<file path="config.mk">
export PLATFORM = sky130hd
export DESIGN_NAME = ldfill_queue
export DESIGN_NICKNAME = d
export VERILOG_FILES = /design/src/rtl/lfq_pkg.sv /design/src/rtl/lfq_picker.sv /design/src/rtl/lfq_payload.sv /design/src/rtl/lfq_state.sv /design/src/rtl/ldfill_queue.sv
export SDC_FILE = /design/constraint.sdc
export NUM_CORES = 2
export LEC_CHECK = 0
export BUFFER_PORTS_ARGS = -buffer_cell sky130_fd_sc_hd__buf_2
export CORE_MARGIN = 4
export CORE_UTILIZATION = 48
export DETAILED_ROUTE_END_ITERATION = 6
export PLACE_DENSITY_LB_ADDON = 0.2
export SYNTH_ARGS = -nofsm -noshare
export SYNTH_HDL_FRONTEND = slang
export SYNTH_SLANG_ARGS = --single-unit
</file>
<file path="constraint.sdc">
create_clock -name clk -period 28 [get_ports clk]
set_input_delay 1.4 -clock clk [delete_from_list [all_inputs] [get_ports clk]]
set_output_delay 1.4 -clock clk [all_outputs]
set_load 0.005 [all_outputs]
</file>
<file path="src/rtl/lfq_pkg.sv">
package lfq_pkg;

    localparam int LFQ_MAX_SLOTS = 64;

    typedef logic [LFQ_MAX_SLOTS-1:0] slot_vec_t;

    typedef enum logic [1:0] {
        SLOT_FREE  = 2'd0,
        SLOT_WAIT  = 2'd1,
        SLOT_READY = 2'd2
    } slot_state_e;

    // Index of the lowest set bit, or -1 when the vector is empty.
    function automatic int lowest_set(input slot_vec_t v);
        int r;
        r = -1;
        for (int i = LFQ_MAX_SLOTS - 1; i >= 0; i--) begin
            if (v[i]) r = i;
        end
        return r;
    endfunction

    function automatic int popcnt(input slot_vec_t v);
        int n;
        n = 0;
        for (int i = 0; i < LFQ_MAX_SLOTS; i++) begin
            n = n + int'(v[i]);
        end
        return n;
    endfunction

endpackage

</file>
<file path="src/rtl/lfq_picker.sv">
// Picks up to LANES lowest set bits of a candidate vector, lane 0 lowest.
module lfq_picker
    import lfq_pkg::*;
#(
    parameter int N     = 8,
    parameter int LANES = 2,
    parameter int IW    = 3
) (
    input  logic [N-1:0]               cand,
    output logic [LANES-1:0]           hit,
    output logic [LANES-1:0][IW-1:0]   idx,
    output logic [N-1:0]               grant
);

    logic [LANES:0][N-1:0] remain;

    assign remain[0] = cand;

    generate
        for (genvar l = 0; l < LANES; l++) begin : g_lane
            slot_vec_t ext;
            int        pos;
            logic [N-1:0] onehot;

            always_comb begin
                ext       = '0;
                ext[N-1:0] = remain[l];
                pos       = lowest_set(ext);
                onehot    = '0;
                if (pos >= 0) onehot[pos] = 1'b1;
            end

            assign hit[l]       = (pos >= 0);
            assign idx[l]       = (pos >= 0) ? IW'(pos) : '0;
            assign remain[l+1]  = remain[l] & ~onehot;
        end
    endgenerate

    assign grant = cand & ~remain[LANES];

endmodule

</file>
<file path="src/rtl/lfq_payload.sv">
// Per-slot request storage with lane read ports and a thread-ID view.
module lfq_payload #(
    parameter int DEPTH   = 8,
    parameter int IDX_W   = 3,
    parameter int ADDR_W  = 32,
    parameter int DATA_W  = 64,
    parameter int BMASK_W = 8,
    parameter int TAG_W   = 8,
    parameter int TID_W   = 2,
    parameter int CYC_W   = 32,
    parameter int RET_W   = 2
) (
    input  logic                              clk,
    input  logic                              rst,
    input  logic                              we,
    input  logic [IDX_W-1:0]                  widx,
    input  logic [ADDR_W-1:0]                 w_addr,
    input  logic [DATA_W-1:0]                 w_data,
    input  logic [BMASK_W-1:0]                w_bmask,
    input  logic [TAG_W-1:0]                  w_tag,
    input  logic [TID_W-1:0]                  w_tid,
    input  logic [CYC_W-1:0]                  w_stamp,
    input  logic [RET_W-1:0][IDX_W-1:0]       ridx,
    output logic [RET_W-1:0][ADDR_W-1:0]      r_addr,
    output logic [RET_W-1:0][DATA_W-1:0]      r_data,
    output logic [RET_W-1:0][BMASK_W-1:0]     r_bmask,
    output logic [RET_W-1:0][TAG_W-1:0]       r_tag,
    output logic [RET_W-1:0][CYC_W-1:0]       r_stamp,
    output logic [DEPTH-1:0][TID_W-1:0]       tid_all
);

    logic [DEPTH-1:0][ADDR_W-1:0]  addr_q;
    logic [DEPTH-1:0][DATA_W-1:0]  data_q;
    logic [DEPTH-1:0][BMASK_W-1:0] bmask_q;
    logic [DEPTH-1:0][TAG_W-1:0]   tag_q;
    logic [DEPTH-1:0][TID_W-1:0]   tid_q;
    logic [DEPTH-1:0][CYC_W-1:0]   stamp_q;

    generate
        for (genvar s = 0; s < DEPTH; s++) begin : g_slot
            always_ff @(posedge clk) begin
                if (rst) begin
                    addr_q[s]  <= '0;
                    data_q[s]  <= '0;
                    bmask_q[s] <= '0;
                    tag_q[s]   <= '0;
                    tid_q[s]   <= '0;
                    stamp_q[s] <= '0;
                end else if (we && (widx == IDX_W'(s))) begin
                    addr_q[s]  <= w_addr;
                    data_q[s]  <= w_data;
                    bmask_q[s] <= w_bmask;
                    tag_q[s]   <= w_tag;
                    tid_q[s]   <= w_tid;
                    stamp_q[s] <= w_stamp;
                end
            end
        end

        for (genvar l = 0; l < RET_W; l++) begin : g_rd
            assign r_addr[l]  = addr_q[ridx[l]];
            assign r_data[l]  = data_q[ridx[l]];
            assign r_bmask[l] = bmask_q[ridx[l]];
            assign r_tag[l]   = tag_q[ridx[l]];
            assign r_stamp[l] = stamp_q[ridx[l]];
        end
    endgenerate

    assign tid_all = tid_q;

endmodule

</file>
<file path="src/rtl/lfq_state.sv">
// Free / waiting / ready bitmaps and the occupancy counter.
module lfq_state
    import lfq_pkg::*;
#(
    parameter int DEPTH = 8,
    parameter int CNT_W = 4
) (
    input  logic              clk,
    input  logic              rst,
    input  logic [DEPTH-1:0]  alloc_oh,
    input  logic [DEPTH-1:0]  wake_mask,
    input  logic [DEPTH-1:0]  kill,
    input  logic [DEPTH-1:0]  ret_grant,
    output logic [DEPTH-1:0]  free_q,
    output logic [DEPTH-1:0]  wait_q,
    output logic [DEPTH-1:0]  ready_q,
    output logic [CNT_W-1:0]  count_q
);

    logic [DEPTH-1:0] free_n, wait_n, ready_n;
    logic [CNT_W-1:0] count_n;
    slot_vec_t        kill_ext, ret_ext, alloc_ext;

    always_comb begin
        kill_ext  = '0;
        ret_ext   = '0;
        alloc_ext = '0;
        kill_ext[DEPTH-1:0]  = kill;
        ret_ext[DEPTH-1:0]   = ret_grant;
        alloc_ext[DEPTH-1:0] = alloc_oh;

        // freed by kill or retirement, taken by allocation
        free_n  = (free_q & ~alloc_oh) | kill | ret_grant;
        // wakeup only moves slots that are waiting now
        wait_n  = (wait_q & ~wake_mask & ~kill) | alloc_oh;
        ready_n = ((ready_q & ~ret_grant) | (wait_q & wake_mask)) & ~kill;

        count_n = count_q
                + CNT_W'(popcnt(alloc_ext))
                - CNT_W'(popcnt(kill_ext))
                - CNT_W'(popcnt(ret_ext));
    end

    always_ff @(posedge clk) begin
        if (rst) begin
            free_q  <= '1;
            wait_q  <= '0;
            ready_q <= '0;
            count_q <= '0;
        end else begin
            free_q  <= free_n;
            wait_q  <= wait_n;
            ready_q <= ready_n;
            count_q <= count_n;
        end
    end

endmodule

</file>
<file path="src/rtl/ldfill_queue.sv">
module ldfill_queue
    import lfq_pkg::*;
#(
    parameter int DEPTH     = 8,
    parameter int ADDR_W    = 32,
    parameter int DATA_W    = 64,
    parameter int BMASK_W   = 8,
    parameter int TAG_W     = 8,
    parameter int TID_W     = 2,
    parameter int RET_W     = 2,
    parameter int CYC_W     = 32,
    parameter int SUM_W     = 32,
    parameter int LAT_LIMIT = 65536,
    localparam int IDX_W    = (DEPTH > 1) ? $clog2(DEPTH) : 1,
    localparam int CNT_W    = $clog2(DEPTH + 1),
    localparam int RC_W     = $clog2(RET_W + 1)
) (
    input  logic                           clk,
    input  logic                           rst,
    input  logic                           alloc_req,
    input  logic [ADDR_W-1:0]              alloc_addr,
    input  logic [DATA_W-1:0]              alloc_data,
    input  logic [BMASK_W-1:0]             alloc_bmask,
    input  logic [TAG_W-1:0]               alloc_tag,
    input  logic [TID_W-1:0]               alloc_tid,
    output logic                           alloc_ok,
    output logic [IDX_W-1:0]               alloc_slot,
    input  logic [DEPTH-1:0]               wake_mask,
    input  logic                           annul_req,
    input  logic [IDX_W-1:0]               annul_slot,
    output logic                           mb_drop_req,
    output logic [IDX_W-1:0]               mb_drop_slot,
    input  logic                           flush_req,
    input  logic [TID_W-1:0]               flush_tid,
    input  logic                           restart_req,
    output logic [RET_W-1:0]               ret_valid,
    output logic [RET_W-1:0][IDX_W-1:0]    ret_slot,
    output logic [RET_W-1:0][TAG_W-1:0]    ret_tag,
    output logic [RET_W-1:0][ADDR_W-1:0]   ret_addr,
    output logic [RET_W-1:0][DATA_W-1:0]   ret_data,
    output logic [RET_W-1:0][BMASK_W-1:0]  ret_bmask,
    output logic [RC_W-1:0]                ret_count,
    output logic [CNT_W-1:0]               occupancy,
    output logic                           full,
    output logic [SUM_W-1:0]               lat_total
);

    logic [DEPTH-1:0]              free_map, wait_map, ready_map;
    logic [DEPTH-1:0]              kill, ret_cand, ret_grant, alloc_grant, alloc_oh;
    logic [DEPTH-1:0][TID_W-1:0]   tid_all;
    logic [0:0]                    alloc_hit;
    logic [0:0][IDX_W-1:0]         alloc_idx;
    logic                          alloc_fire;
    logic [RET_W-1:0][CYC_W-1:0]   ret_stamp;
    logic [CYC_W-1:0]              cyc_q;
    logic [SUM_W-1:0]              lat_add;

    // slots removed this cycle; only occupied slots count
    always_comb begin
        for (int s = 0; s < DEPTH; s++) begin
            kill[s] = !free_map[s] &&
                      (restart_req ||
                       (annul_req && (annul_slot == IDX_W'(s))) ||
                       (flush_req && (tid_all[s] == flush_tid)));
        end
    end

    // a slot being removed is not offered for retirement
    assign ret_cand = ready_map & ~kill;

    lfq_picker #(.N(DEPTH), .LANES(RET_W), .IW(IDX_W)) u_ret_pick (
        .cand  (ret_cand),
        .hit   (ret_valid),
        .idx   (ret_slot),
        .grant (ret_grant)
    );

    lfq_picker #(.N(DEPTH), .LANES(1), .IW(IDX_W)) u_alloc_pick (
        .cand  (free_map),
        .hit   (alloc_hit),
        .idx   (alloc_idx),
        .grant (alloc_grant)
    );

    // lowest free slot, refused during restart
    assign alloc_fire = alloc_req && !restart_req && alloc_hit[0];
    assign alloc_oh   = alloc_fire ? alloc_grant : '0;
    assign alloc_ok   = alloc_fire;
    assign alloc_slot = alloc_idx[0];

    lfq_state #(.DEPTH(DEPTH), .CNT_W(CNT_W)) u_state (
        .clk       (clk),
        .rst       (rst),
        .alloc_oh  (alloc_oh),
        .wake_mask (wake_mask),
        .kill      (kill),
        .ret_grant (ret_grant),
        .free_q    (free_map),
        .wait_q    (wait_map),
        .ready_q   (ready_map),
        .count_q   (occupancy)
    );

    lfq_payload #(
        .DEPTH(DEPTH), .IDX_W(IDX_W), .ADDR_W(ADDR_W), .DATA_W(DATA_W),
        .BMASK_W(BMASK_W), .TAG_W(TAG_W), .TID_W(TID_W), .CYC_W(CYC_W),
        .RET_W(RET_W)
    ) u_payload (
        .clk     (clk),
        .rst     (rst),
        .we      (alloc_fire),
        .widx    (alloc_idx[0]),
        .w_addr  (alloc_addr),
        .w_data  (alloc_data),
        .w_bmask (alloc_bmask),
        .w_tag   (alloc_tag),
        .w_tid   (alloc_tid),
        .w_stamp (cyc_q),
        .ridx    (ret_slot),
        .r_addr  (ret_addr),
        .r_data  (ret_data),
        .r_bmask (ret_bmask),
        .r_tag   (ret_tag),
        .r_stamp (ret_stamp),
        .tid_all (tid_all)
    );

    // the miss buffer drops an annulled slot from its wake lists
    assign mb_drop_req  = annul_req && !free_map[annul_slot];
    assign mb_drop_slot = annul_slot;

    // number of valid lanes
    always_comb begin
        ret_count = '0;
        for (int l = 0; l < RET_W; l++) begin
            ret_count = ret_count + RC_W'(ret_valid[l]);
        end
    end


    assign full = (occupancy == CNT_W'(DEPTH));

    // latency accumulation with wraparound rejection
    always_comb begin
        logic [CYC_W-1:0] delta;
        lat_add = '0;
        for (int l = 0; l < RET_W; l++) begin
            delta = cyc_q - ret_stamp[l];
            if (ret_valid[l] && (delta < CYC_W'(LAT_LIMIT))) begin
                lat_add = lat_add + SUM_W'(delta);
            end
        end
    end

    always_ff @(posedge clk) begin
        if (rst) begin
            cyc_q     <= '0;
            lat_total <= '0;
        end else begin
            cyc_q     <= cyc_q + 1'b1;
            lat_total <= lat_total + lat_add;
        end
    end

endmodule

</file>
Word level (Yosys, flattened, before mapping):

Cells that the tools add are included.
W data, S select, Z words.

* flip-flop bits (word level): 1260
* output and inout bits: 279
* logic and storage cells: 275

* add/sub/neg operators: 30
* order comparisons: 14
* eq/ne operators: 23
* muxes and demuxes: 61
* bitwise gates (word level): 25
* reduce and logical (&&, ||, !) cells: 68

Operators by type and width (count)
* $mux W32: 30
* $bmux W32 S3: 4
* $bmux W64 S3: 2
* $ge A32 B1 Y1 const B: 6
* $mux W64: 2
* $and A8 B8 Y8: 12
* $bmux W8 S3: 4
* $lt A32 B5 Y1 const B: 3
* $add A4 B2 Y4: 18
* $not A8 Y8: 9
* $add A32 B32 Y32: 2
* $lt A32 B17 Y1 const B: 2
* $mux W8: 8
* $sub A32 B32 Y32: 2
* $logic_and A1 B1 Y1: 40
* $add A32 B1 Y32 const B: 1
* $or A8 B8 Y8: 4
* $eq A3 B3 Y1 const B: 8
* $eq A2 B2 Y1: 8
* $logic_or A1 B1 Y1: 16
* $eq A3 B2 Y1 const B: 4
* $lt A3 B4 Y1 const B: 3
* $logic_not A1 Y1: 10
* $demux W1 S3: 3
* other kinds (9): 20

Logic depth before layout (Yosys ltp):

* word-level depth: 47
* mapped depth: 53
* gate-level depth less buffers: 51

Hierarchy:

From an unflattened synthesis, not the netlist that was laid out.

* cell total of the unflattened synthesis: 7809
* area total of the unflattened synthesis: 69860.8 sq um

By module, submodules not included
* lfq_payload: times used 1, cells each 6248, area an instance 58118.2 sq um, seq. area each 23382.4 sq um
* ldfill_queue: times used 1, cells each 1314, area an instance 9639.2 sq um, seq. area each 1281.2 sq um
* lfq_state: times used 1, cells each 157, area an instance 1555.2 sq um, seq. area each 560.5 sq um
* lfq_picker at u_ret_pick: times used 1, cells each 66, area an instance 386.6 sq um, seq. area each 0.0 sq um
* lfq_picker at u_alloc_pick: times used 1, cells each 24, area an instance 161.4 sq um, seq. area each 0.0 sq um

Least setup slack after synthesis:

Ideal clock, no wire load.

* path type: input to register
* start: in flush_tid[0]
* end: reg lat_total[31]
* data arrival time: 11.712 ns
* data required time: 27.930 ns
* setup slack: 16.217 ns
* stages on the path: 50
* cell sequence: buf_4 xor2_1 or4_1 o211ai_2 buf_2 nand4_1 nor3_2 inv_1 nand2_1 clkbuf_1 clkbuf_1 nand3_1 nand3_1 o31ai_1 ha_1 fa_1 nor2b_1 o31a_1 [14 not listed] a21oi_1 o21ai_0 a31o_2 a31o_2 a31oi_1 o2111ai_1 a31o_2 a21oi_1 xor2_1 nor2_1 ha_1 a21o_1 a21oi_1 o21ai_0 nor3_1 o311ai_0 or4_1 a21oi_1

RTL lines
* start: declaration: line ldfill_queue.sv:34 `input logic [TID_W-1:0] flush_tid,`
* $eq A2 B2 Y1: line ldfill_queue.sv:64 `(flush_req && (tid_all[s] == flush_tid)));`
* $logic_and A1 B1 Y1: line ldfill_queue.sv:64
* $logic_or A1 B1 Y1: line ldfill_queue.sv:63 `(annul_req && (annul_slot == IDX_W'(s))) ||`
* $logic_and A1 B1 Y1: line ldfill_queue.sv:61 `kill[s] = !free_map[s] &&`
* $not A8 Y8 (*): line ldfill_queue.sv:69 `assign ret_cand = ready_map & ~kill;`
* $and A8 B8 Y8 (*): line ldfill_queue.sv:69
* $mux W32 (7 in series): line lfq_pkg.sv:18 `if (v[i]) r = i;`
* $mux W32 (*): line lfq_pkg.sv:18
* [1 not listed]
* named net ret_valid[0]: line ldfill_queue.sv:36 `output logic [RET_W-1:0] ret_valid,`
* [12 not listed]
* $mux W3: line lfq_picker.sv:34 `assign idx[l] = (pos >= 0) ? IW'(pos) : '0;`
* $bmux W32 S3: line lfq_payload.sv:65 `assign r_stamp[l] = stamp_q[ridx[l]];`
* $mux W32 (not written as such): line lfq_payload.sv:65
* $sub A32 B32 Y32: line ldfill_queue.sv:148 `delta = cyc_q - ret_stamp[l];`
* $lt A32 B17 Y1: line ldfill_queue.sv:149 `if (ret_valid[l] && (delta < CYC_W'(LAT_LIMIT))) begin`
* $logic_and A1 B1 Y1: line ldfill_queue.sv:149
* $mux W32 (*): line ldfill_queue.sv:149
* $add A32 B32 Y32 (*): line ldfill_queue.sv:161 `lat_total <= lat_total + lat_add;`
* end signal: assignment: line ldfill_queue.sv:161
* end: declaration: line ldfill_queue.sv:45 `output logic [SUM_W-1:0] lat_total`

The timed path passes the listed nets; every way through them passes the cells marked *. The select of a mux whose other input is x is not followed.
A chain may end at the register's enable or synchronous reset.

Worst setup path in the final report:

* start: in annul_slot[0]
* end: reg lat_total[31]

* word-level cells in the longest chain between the ends: 39

Ends and longest elaborated chain
* start: declaration: line ldfill_queue.sv:30 `input logic [IDX_W-1:0] annul_slot,`
* $eq A3 B3 Y1: line ldfill_queue.sv:63
* $logic_and A1 B1 Y1: line ldfill_queue.sv:63
* $logic_or A1 B1 Y1: line ldfill_queue.sv:62 `(restart_req ||`
* $logic_or A1 B1 Y1: line ldfill_queue.sv:63
* $logic_and A1 B1 Y1: line ldfill_queue.sv:61
* $not A8 Y8 (*): line ldfill_queue.sv:69
* $and A8 B8 Y8 (*): line ldfill_queue.sv:69
* $mux W32 (8 in series): line lfq_pkg.sv:18
* [16 not listed]
* $mux W3: line lfq_picker.sv:34
* $bmux W32 S3: line lfq_payload.sv:65
* $mux W32 (not written as such): line lfq_payload.sv:65
* $sub A32 B32 Y32: line ldfill_queue.sv:148
* $lt A32 B17 Y1: line ldfill_queue.sv:149
* $logic_and A1 B1 Y1: line ldfill_queue.sv:149
* $mux W32 (*): line ldfill_queue.sv:149
* $add A32 B32 Y32 (*): line ldfill_queue.sv:161

Mark *: on every way between the ends. The rest lies on a longest branch, timed or not. The select of a mux whose other input is x is not followed.

==> impl_metrics.py <==
metrics = {
    "timing": {
        "hold_violations": 0,
        "tightest_slew_ns": 1.23,
        "fin_setup_tns_ns": 0,
        "rsz0062_at_grt": "false",
        "drv_slew": 0,
        "fin_hold_ws_ns": 0.467,
        "fmax_ghz": 0.0696,
        "fin_ws_ns": 13.62,
        "slew-limit-headroom_pct": 17.7,
        "fin_crit_ns": 14.38,
        "finClkSkew_ns": 0.0397,
        "setup_viol": 0,
        "period_share_pct": 51.3,
    },
    "cts": {
        "ctsHoldBuffers": 0,
        "clk_path_buf_depth": 3,
        "cts.repair.resized": 0,
        "h-tree-depth": 4,
        "clkTransAtPathRegs_ns": 0.06,
        "cts-buffers-inserted": 146,
        "post-cts-setup-buffers": 0,
        "clock_latency_ns": 0.78,
        "cts_tree": "done",
        "root_buffer": "clkbuf_16",
        "cts.sinks": 1260,
    },
    "synth": {
        "synth_edf_count": 0,
        "syn_area_um2": 71900,
        "synth.avg_cell_area_um2": 6.40,
        "synth_area_leaders": "dfxtp_1, nand2_1, a21oi_1, nand3_1, clkbuf_1",
        "synth.top_cell.area_share_pct": 35.1,
        "synth_top_area_cell": "dfxtp_1",
        "synth_commonest_cells": "nand2_1, a21oi_1, dfxtp_1, nand3_1, clkbuf_1",
        "synth-main-ff-cell": "dfxtp_1",
        "yosysMostFrequentCell": "nand2_1",
        "syn_inst": 11244,
        "synth.distinct_cells": 90,
        "synth_seq_cells": 1260,
        "seq_area_frac_synth_pct": 35.1,
        "synth_warnings": 0,
        "synth-async-reset-ratio_pct": 0,
    },
    "detailed_routing": {
        "wl_um": 289000,
        "drc": 2,
        "via_per_inst": 6.11,
        "wl_per_cell_um": 22.2,
        "drt_iter0_drc": 11091,
        "num_vias": 79491,
        "drt-pass1-iter-count": 7,
        "drtAntennaViolNets": 0,
    },
    "final_layout": {
        "postLayoutCoreUtil_pct": 52.7,
        "finalNonFillerCells": 13015,
        "seq_area_um2": 25200,
        "fin_nets": 11172,
        "area_growth_pct": 8.72,
        "drive_above_1_share_pct": 7.31,
        "fillCellCount": 14932,
        "final_cell_area_um2": 78200,
        "multiInputGateArea_um2": 42200,
    },
    "grt": {
        "first_global_vias": 72512,
        "grt_use_met2_pct": 54.4,
        "use_met3_pct": 7.21,
        "grt_max_degree": 193,
        "grt_pass1_wl_um": 438000,
        "antenna_found_initial": 42,
        "top_usage_layer": "met2",
        "use_met1_pct": 46.9,
        "gr-usage-all-layers_pct": 35.1,
        "grt_overflow_total": 0,
    },
    "run_status": {
        "status": "complete, but fails checks",
        "violations": "DRC",
    },
    "setup_path": {
        "cp_max_fo": 97,
        "crit_path_frequent_cell": "o21ai_0",
        "crit_path_max_incr_delay_ns": 0.83,
        "arrival_ns": 15.09,
        "critPathSlowestCell": "inv_8",
        "critPathKind": "primary input to flip-flop",
        "cp-end-kind": "flip-flop",
        "critPathRequiredTime_ns": 28.71,
        "cp-start-kind": "primary input",
    },
    "pwr": {
        "ir_worst_vdd_v": 0.0000479,
        "powerDensity_nw_per_um2": 53.2,
        "power_leakage_nw": 28.4,
        "total_power_mw": 4.16,
    },
    "die": {
        "die_h_um": 395,
        "io_pins": 412,
        "die-area_um2": 156000,
        "core_region_area_um2": 148000,
        "initial_core_util_pct": 48.5,
        "dieWidth_um": 395,
        "row_count": 141,
    },
    "place": {
        "port_buffers": 411,
        "dp_hpwl_um": 158000,
        "pre_cts_slack_ns": 13.20,
        "postPlaceCellArea_um2": 73300,
        "globalplace.congestion": 0.945,
        "placedCellCount": 12732,
    },
    "worst_hold_path": {
        "hp-class": "flip-flop to flip-flop",
    },
    "job": {
        "maxCapViolations": 0,
    },
}
## report_power, final
| group | leakage [nW] | internal [mW] | switching, mW |
|---|---|---|---|
| clock network | 2.37 | 1.14 | 0.812 |
| logic | 15.8 | 0.126 | 0.261 |
| registers | 10.2 | 1.81 | 0.0129 |
| total | 28.4 | 3.07 | 1.09 |
## layout make-up
| class | count | share of cell area [%] |
|---|---|---|
| antenna | 28 | 0.0896 |
| multi-input combinational | 8870 | 54.0 |
| sequential | 1260 | 32.3 |
| clock buffer | 211 | 5.45 |
| tap | 2002 | 3.20 |
| inverter | 89 | 0.520 |
| clock inverter | 44 | 0.712 |
| timing repair buffer | 511 | 3.81 |
## flip-flops by register name (all words and copies together), names as in the netlist
signal / count
u_payload.stamp_q: 256
u_payload.data_q: 512
u_state.ready_q: 8
u_payload.bmask_q: 64
u_state.free_q: 8
u_payload.addr_q: 256
u_state.wait_q: 8
u_payload.tid_all: 16
u_state.count_q: 4
cyc_q: 32
u_payload.tag_q: 64
lat_total: 32
## path summary, 6_finish.rpt
kind                            to  cells past startpoint             startpoint  slack, ns
max                  lat_total[31]                     43          annul_slot[0]      13.62
max reg2reg          lat_total[31]                     41      u_state.free_q[2]      14.24
min reg2reg  u_payload.tid_all[11]                      2  u_payload.tid_all[11]       0.47
min          u_payload.tid_all[11]                      2  u_payload.tid_all[11]       0.47
## layer usage
layer / share of wire, % / wire length [um] / vias to the layer above
met5: 0.042 / 121 / -
met4: 4.6 / 13400 / 18
met3: 12 / 34000 / 879
met2: 44 / 126000 / 4897
met1: 40 / 115000 / 37066
li1: - / - / 36631
## worst max-delay path: cells and delay by family
| family | cells | cell delay (ns) |
|---|---|---|
| XOR/XNOR | 2 | 0.31 |
| AO/OA/AOI/OAI | 19 | 6.00 |
| buffers and inverters | 5 | 2.19 |
| adder cells (fa/ha/maj) | 3 | 0.87 |
| AND/OR/NAND/NOR | 14 | 4.11 |
## cell usage in the layout (no fill, tap or decap), types with 71 or more instances in the layout
cell type | Yosys | final
a21oi_1 | 1286 | 1285
nor2_1 | 385 | 385
clkbuf_16 | 0 | 150
dfxtp_1 | 1260 | 1260
a31oi_1 | 71 | 71
nand3_1 | 1064 | 1061
ha_1 | 139 | 139
buf_2 | 6 | 410
nand2_1 | 4363 | 4356
buf_4 | 118 | 87
o21ai_0 | 307 | 307
nor3_1 | 523 | 522
inv_1 | 83 | 77
## logic make-up after synthesis
family / Yosys count / share of synthesized area, %
buffers and inverters: 1126 / 6.55
adder cells (fa/ha/maj): 161 / 3.03
flip-flops: 1260 / 35.1
AND/OR/NAND/NOR: 6561 / 38.0
multiplexers: 14 / 0.233
AO/OA/AOI/OAI: 1980 / 15.4
XOR/XNOR: 141 / 1.74
other: 1 / 0.00521
Note: power is estimated with default switching activity, not from simulation.
